[src/rtl/sdf_pkg.sv]
package sdf_pkg;
  // Per-channel strobes from control to datapath
  typedef struct packed {
    logic bitStb;     // new modulator bit this cycle
    logic bitVal;     // its value
    logic primDump;   // primary decimation point
    logic primTrust;  // primary filter has settled
    logic primFlush;  // primary ratio changed
    logic cmpDump;    // comparator decimation point
    logic cmpTrust;   // comparator filter has settled
    logic cmpFlush;   // comparator ratio changed
    logic capture;    // PWM-centre capture request
  } chanCtl_t;
endpackage

[src/rtl/sdf_sinc3.sv]
module sdf_sinc3 #(
  parameter int W = 17
) (
  input  logic                clk,
  input  logic                rst_n,
  input  logic                bitStb,
  input  logic                bitVal,
  input  logic                dump,
  input  logic                trust,
  output logic signed [W-1:0] result,
  output logic                fresh
);
  logic signed [W-1:0] x, i1, i2, i3, d1, d2, d3, c1, c2, c3;

  assign x  = bitVal ? {{(W-1){1'b0}}, 1'b1} : {W{1'b1}};
  assign c1 = i3 - d1;
  assign c2 = c1 - d2;
  assign c3 = c2 - d3;

  always_ff @(posedge clk) begin
    if (!rst_n) begin
      i1 <= '0; i2 <= '0; i3 <= '0;
      d1 <= '0; d2 <= '0; d3 <= '0;
      result <= '0;
      fresh  <= 1'b0;
    end else begin
      if (bitStb) begin
        i1 <= i1 + x;
        i2 <= i2 + i1;
        i3 <= i3 + i2;
      end
      if (dump) begin
        d1 <= i3;
        d2 <= c1;
        d3 <= c2;
        result <= c3;
      end
      fresh <= dump & trust;
    end
  end
endmodule

[src/rtl/sdf_ctrl.sv]
module sdf_ctrl
  import sdf_pkg::*;
#(
  parameter int NCH   = 4,
  parameter int OSR_W = 6
) (
  input  logic                      clk,
  input  logic                      rst_n,
  input  logic [NCH-1:0]            modClk,
  input  logic [NCH-1:0]            modData,
  input  logic                      pwmTrig,
  input  logic [OSR_W-1:0]          primOsr,
  input  logic [OSR_W-1:0]          cmpOsr,
  output chanCtl_t [NCH-1:0]        ctl
);
  localparam logic [OSR_W-1:0] ONE     = 1;
  localparam logic [1:0]       SETTLED = 2'd3;

  logic [OSR_W-1:0] primPrev, cmpPrev;
  logic             primChg, cmpChg;

  assign primChg = (primOsr != primPrev);
  assign cmpChg  = (cmpOsr != cmpPrev);

  always_ff @(posedge clk) begin
    if (!rst_n) begin
      primPrev <= '0;
      cmpPrev  <= '0;
    end else begin
      primPrev <= primOsr;
      cmpPrev  <= cmpOsr;
    end
  end

  for (genvar g = 0; g < NCH; g++) begin : g_ch
    logic [2:0]       ckPipe;
    logic [1:0]       dPipe;
    logic [OSR_W-1:0] primCnt, cmpCnt;
    logic [1:0]       primSeen, cmpSeen;
    logic             rise, primEnd, cmpEnd;
    chanCtl_t         c;

    assign rise    = ckPipe[1] & ~ckPipe[2];
    assign primEnd = (primCnt == primOsr - ONE);
    assign cmpEnd  = (cmpCnt == cmpOsr - ONE);

    always_ff @(posedge clk) begin
      if (!rst_n) begin
        ckPipe <= '0;
        dPipe  <= '0;
      end else begin
        ckPipe <= {ckPipe[1:0], modClk[g]};
        dPipe  <= {dPipe[0], modData[g]};
      end
    end

    always_ff @(posedge clk) begin
      if (!rst_n || primChg) begin
        primCnt  <= '0;
        primSeen <= '0;
      end else if (rise) begin
        if (primEnd) begin
          primCnt <= '0;
          if (primSeen != SETTLED) primSeen <= primSeen + 2'd1;
        end else begin
          primCnt <= primCnt + ONE;
        end
      end
    end

    always_ff @(posedge clk) begin
      if (!rst_n || cmpChg) begin
        cmpCnt  <= '0;
        cmpSeen <= '0;
      end else if (rise) begin
        if (cmpEnd) begin
          cmpCnt <= '0;
          if (cmpSeen != SETTLED) cmpSeen <= cmpSeen + 2'd1;
        end else begin
          cmpCnt <= cmpCnt + ONE;
        end
      end
    end

    always_comb begin
      c.bitStb    = rise;
      c.bitVal    = dPipe[1];
      c.primDump  = rise & primEnd & ~primChg;
      c.primTrust = (primSeen == SETTLED);
      c.primFlush = primChg;
      c.cmpDump   = rise & cmpEnd & ~cmpChg;
      c.cmpTrust  = (cmpSeen == SETTLED);
      c.cmpFlush  = cmpChg;
      c.capture   = pwmTrig;
    end

    assign ctl[g] = c;
  end
endmodule

[src/rtl/sdf_datapath.sv]
module sdf_datapath
  import sdf_pkg::*;
#(
  parameter int NCH = 4,
  parameter int W   = 17
) (
  input  logic                      clk,
  input  logic                      rst_n,
  input  chanCtl_t [NCH-1:0]        ctl,
  input  logic signed [W-1:0]       highThr,
  input  logic signed [W-1:0]       lowThr,
  input  logic [NCH-1:0]            flagClr,
  output logic [NCH-1:0][W-1:0]     dataOut,
  output logic [NCH-1:0]            dataValid,
  output logic [NCH-1:0]            flagHigh,
  output logic [NCH-1:0]            flagLow,
  output logic [NCH-1:0]            flagZero
);
  for (genvar g = 0; g < NCH; g++) begin : g_ch
    logic signed [W-1:0] pRes, cRes, held, outReg;
    logic                pFresh, cFresh, have, vld;
    logic                hi, lo, zc, prevSign, prevOk;

    sdf_sinc3 #(.W(W)) u_prim (
      .clk(clk), .rst_n(rst_n),
      .bitStb(ctl[g].bitStb), .bitVal(ctl[g].bitVal),
      .dump(ctl[g].primDump), .trust(ctl[g].primTrust),
      .result(pRes), .fresh(pFresh)
    );

    sdf_sinc3 #(.W(W)) u_cmp (
      .clk(clk), .rst_n(rst_n),
      .bitStb(ctl[g].bitStb), .bitVal(ctl[g].bitVal),
      .dump(ctl[g].cmpDump), .trust(ctl[g].cmpTrust),
      .result(cRes), .fresh(cFresh)
    );

    // Primary: hold last trusted result, hand it out on capture
    always_ff @(posedge clk) begin
      if (!rst_n) begin
        held   <= '0;
        have   <= 1'b0;
        outReg <= '0;
        vld    <= 1'b0;
      end else begin
        if (pFresh) begin
          held <= pRes;
          have <= 1'b1;
        end
        if (ctl[g].primFlush) have <= 1'b0;
        vld <= 1'b0;
        if (ctl[g].capture && have) begin
          outReg <= held;
          vld    <= 1'b1;
        end
      end
    end

    // Comparator: sticky threshold and sign-change flags
    always_ff @(posedge clk) begin
      if (!rst_n) begin
        hi <= 1'b0; lo <= 1'b0; zc <= 1'b0;
        prevSign <= 1'b0;
        prevOk   <= 1'b0;
      end else begin
        if (flagClr[g]) begin
          hi <= 1'b0; lo <= 1'b0; zc <= 1'b0;
        end
        if (cFresh) begin
          if (cRes > highThr) hi <= 1'b1;
          if (cRes < lowThr)  lo <= 1'b1;
          if (prevOk && (cRes[W-1] != prevSign)) zc <= 1'b1;
          prevSign <= cRes[W-1];
          prevOk   <= 1'b1;
        end
        if (ctl[g].cmpFlush) prevOk <= 1'b0;
      end
    end

    assign dataOut[g]   = outReg;
    assign dataValid[g] = vld;
    assign flagHigh[g]  = hi;
    assign flagLow[g]   = lo;
    assign flagZero[g]  = zc;
  end
endmodule

[src/rtl/sdf_top.sv]
module sdf_top
  import sdf_pkg::*;
#(
  parameter int NCH     = 4,
  parameter int OSR_MAX = 32,
  localparam int OSR_W  = $clog2(OSR_MAX + 1),
  localparam int W      = 3 * $clog2(OSR_MAX) + 2
) (
  input  logic                      clk,
  input  logic                      rst_n,
  input  logic [NCH-1:0]            modClk,
  input  logic [NCH-1:0]            modData,
  input  logic                      pwmTrig,
  input  logic [OSR_W-1:0]          primOsr,
  input  logic [OSR_W-1:0]          cmpOsr,
  input  logic signed [W-1:0]       highThr,
  input  logic signed [W-1:0]       lowThr,
  input  logic [NCH-1:0]            flagClr,
  output logic [NCH-1:0][W-1:0]     dataOut,
  output logic [NCH-1:0]            dataValid,
  output logic [NCH-1:0]            flagHigh,
  output logic [NCH-1:0]            flagLow,
  output logic [NCH-1:0]            flagZero
);
  chanCtl_t [NCH-1:0] ctl;

  sdf_ctrl #(.NCH(NCH), .OSR_W(OSR_W)) u_ctrl (
    .clk(clk), .rst_n(rst_n),
    .modClk(modClk), .modData(modData), .pwmTrig(pwmTrig),
    .primOsr(primOsr), .cmpOsr(cmpOsr),
    .ctl(ctl)
  );

  sdf_datapath #(.NCH(NCH), .W(W)) u_dp (
    .clk(clk), .rst_n(rst_n), .ctl(ctl),
    .highThr(highThr), .lowThr(lowThr), .flagClr(flagClr),
    .dataOut(dataOut), .dataValid(dataValid),
    .flagHigh(flagHigh), .flagLow(flagLow), .flagZero(flagZero)
  );
endmodule

[config.mk]
export PLATFORM = sky130hd
export DESIGN_NAME = sdf_top
export DESIGN_NICKNAME = d
export VERILOG_FILES = /design/src/rtl/sdf_pkg.sv /design/src/rtl/sdf_sinc3.sv /design/src/rtl/sdf_ctrl.sv /design/src/rtl/sdf_datapath.sv /design/src/rtl/sdf_top.sv
export SDC_FILE = /design/constraint.sdc
export NUM_CORES = 2
export LEC_CHECK = 0
export BUFFER_PORTS_ARGS = -buffer_cell sky130_fd_sc_hd__clkbuf_2
export CORE_MARGIN = 3
export CORE_UTILIZATION = 30
export CTS_CLUSTER_DIAMETER = 80
export DETAILED_ROUTE_END_ITERATION = 8
export PLACE_DENSITY = 0.46
export RECOVER_POWER = 25
export SKIP_LAST_GASP = 1
export SLEW_MARGIN = 20
export SYNTH_ARGS = -nofsm -noshare
export SYNTH_HDL_FRONTEND = slang
export SYNTH_HIERARCHICAL = 1
export SYNTH_SLANG_ARGS = --single-unit
[constraint.sdc]
create_clock -name clk -period 12.1 [get_ports clk]
set_clock_uncertainty 0.1 [all_clocks]
set_input_delay 2.42 -clock clk [delete_from_list [all_inputs] [get_ports clk]]
set_output_delay 2.42 -clock clk [all_outputs]
set_load 0.1 [all_outputs]
==> impl_metrics.env <==
export IMPL_status="complete, but fails checks"
export IMPL_violations="max-capacitance violations, max-slew violations"
export IMPL_hpwlAfterDp_mm=142
export IMPL_synth_top_area_share=0.293
export IMPL_grt_pass1_wl_mm=330
export IMPL_p_leak_nw=37.2
export IMPL_route_detailed_drc=0
export IMPL_synth_area_leaders="dfxtp_1 (29%), ha_1 (14%), mux2i_1 (7.9%)"
export IMPL_dp_cells=13200
export IMPL_worstPathArrival_ns=8.72
export IMPL_synth_top_area_cell="dfxtp_1"
export IMPL_clock_sinks=1220
export IMPL_ys_ff_latch=1220
export IMPL_port_buffers=144
export IMPL_post_synth_top_count_cell="dfxtp_1"
export IMPL_grt_pass1_vias=64600
export IMPL_syn2layout_area_growth_pct=11.6
export IMPL_postCtsSetupRepairBufs=0
export IMPL_max_cap_viol_count=10
export IMPL_num_io_pins=145
export IMPL_ys_async_sr_fraction=0
export IMPL_rows=192
export IMPL_setup_viol=0
export IMPL_drtAntennaViolNets=0
export IMPL_cts_resized_gates=0
export IMPL_routed_via_density=4.86
export IMPL_post_dp_cell_area_um2=87600
export IMPL_synth_nets=10700
export IMPL_powerDensity_nw_per_um2=125
export IMPL_clk_pin_slew_worst_paths_ns=0.05
export IMPL_fmax_mhz=123
export IMPL_die_area_um2=284000
export IMPL_antenna_found_initial=4
export IMPL_crit_required_ns=12.68
export IMPL_fin_util=0.338
export IMPL_ys_types=103
export IMPL_hold_buffers=0
export IMPL_cts_tree="done"
export IMPL_clk_latency_ns=0.83
export IMPL_finalSetupTns_ns=0
export IMPL_gp_congestion=0.796
export IMPL_slew_viol_final=476
export IMPL_fin_crit_sh=0.672
export IMPL_vias=65600
export IMPL_core_area_um2=275000
export IMPL_critical_path_max_fanout=75
export IMPL_worstSetupPathType="register to register"
export IMPL_dieHeight_um=533
export IMPL_fillers=28500
export IMPL_grt_max_degree=217
export IMPL_groute_usage_overall=0.136
export IMPL_drive_gt1_frac=0.0608
export IMPL_ys_seq_area_frac=0.293
export IMPL_cts_buffer_depth=4
export IMPL_min_delay_path_class="register to register"
export IMPL_die_w_um=533
export IMPL_start_kind="register"
export IMPL_rsz0062_at_grt="false"
export IMPL_drtPass1Iterations=7
export IMPL_drtIter0Drc=2681
export IMPL_max_slew_margin=-1.54
export IMPL_nNetsFinal=10700
export IMPL_synthTopCellsByCount="dfxtp_1 (1,220), ha_1 (910), nor2_1 (858)"
export IMPL_wirelength_mm=198
export IMPL_fin_cells=13500
export IMPL_synth_edf_count=0
export IMPL_hold_violations=0
export IMPL_initial_core_util=0.303
export IMPL_dominantRegCellSynth="dfxtp_1"
export IMPL_cts_root_buffer_cell="clkbuf_16"
export IMPL_wl_per_cell_um=14.7
export IMPL_syn_area_um2=83400
export IMPL_h_tree_depth=4
export IMPL_fin_area_um2=93100
export IMPL_cts_made_buffers=168
export IMPL_cp_end_kind="register"
export IMPL_overflow=0
export IMPL_synthCells=9713
export IMPL_tightest_slew_ns=3.81
export IMPL_peakVddDrop_v=0.0000957
export IMPL_fin_crit_ns=8.13
export IMPL_synth_area_per_cell_um2=8.59
export IMPL_ys_warn_count=6
export IMPL_fin_total_pwr_mw=11.7
-- cells by family after synthesis --
logic type                 count (synthesis)  synth area share
AOI/OAI and AO/OA                       2189             0.178
xor gates and xnor gates                 671            0.0738
adders and majority gates                958             0.148
buffers and inverters                   1054            0.0494
DFF                                     1220             0.293
muxes                                    678            0.0816
and+or+nand+nor                         2943             0.176
-- final timing paths --
| path | start | endpoint | slack (ns) | cells past startpoint |
|---|---|---|---|---|
| hold / removal | u_ctrl/g_ch[2].ckPipe[0] | u_ctrl/g_ch[2].ckPipe[1] | 0.33 | 1 |
| setup / recovery | u_ctrl/g_ch[2].ckPipe[2] | u_dp/g_ch[2].u_prim/i3[15] | 3.97 | 7 |
| setup reg to reg | u_ctrl/g_ch[2].ckPipe[2] | u_dp/g_ch[2].u_prim/i3[15] | 3.97 | 7 |
| hold reg to reg | u_ctrl/g_ch[2].ckPipe[0] | u_ctrl/g_ch[2].ckPipe[1] | 0.33 | 1 |
-- area by class of cell --
cell class	count	area, µm²	area share
well taps	3686	4610	0.0495
inverters	670	2530	0.0272
repair buffers	193	1070	0.0115
clock buffers	235	4860	0.0522
clock inverters	60	698	0.00750
flip-flops and latches	1220	24400	0.262
multi-input cells	7439	54900	0.590
diodes	1	2.50	0.0000269
-- worst max-delay path, cell delays in order, from the launching register on --
cell	delay, ns
dfxtp_1	0.30
nand2b_1	0.11
clkbuf_1	1.17
clkinvlp_2	3.29
clkbuf_1	2.03
nand4b_1	0.60
nor2_1	0.08
a311o_1	0.27
-- per-layer routing --
layer | GRT usage | up-vias | routed length, µm | part of all wire
met5 | 0 | - | 0 | 0
met4 | 0.0387 | 0 | 5480 | 0.028
met1 | 0.176 | 30400 | 95200 | 0.48
met2 | 0.233 | 672 | 91200 | 0.46
met3 | 0.0190 | 296 | 6140 | 0.031
li1 | - | 34200 | - | -
-- metrics by stage --
stage,worst slack [ns],hold WS (ns)
2_1_floorplan,6.45,0.312
3_3_place_gp,5.48,0.323
3_5_place_dp,5.42,0.319
4_1_cts,6.30,0.333
5_1_grt,3.06,0.339
6_report,3.97,0.332
-- cell usage in the layout, fill, tap and decap left out, drive strengths merged, types with 172 or more instances in the layout --
master  synthesis  layout
ha            910     910
nand2         611     611
o21ai         390     390
xnor2         460     460
xor2          191     191
a21oi         588     588
nor2b         445     445
nor3          172     172
a21o          271     271
nand3         183     183
mux2i         662     662
nor2          858     858
dfxtp        1220    1220
inv           665     667
clkbuf        284     388
-- report_power, final --
group	switching, mW	internal [mW]
clock	1.94	3.05
sequential	0.0525	4.07
combinational	1.44	1.12
(Power assumes the default switching activity.)
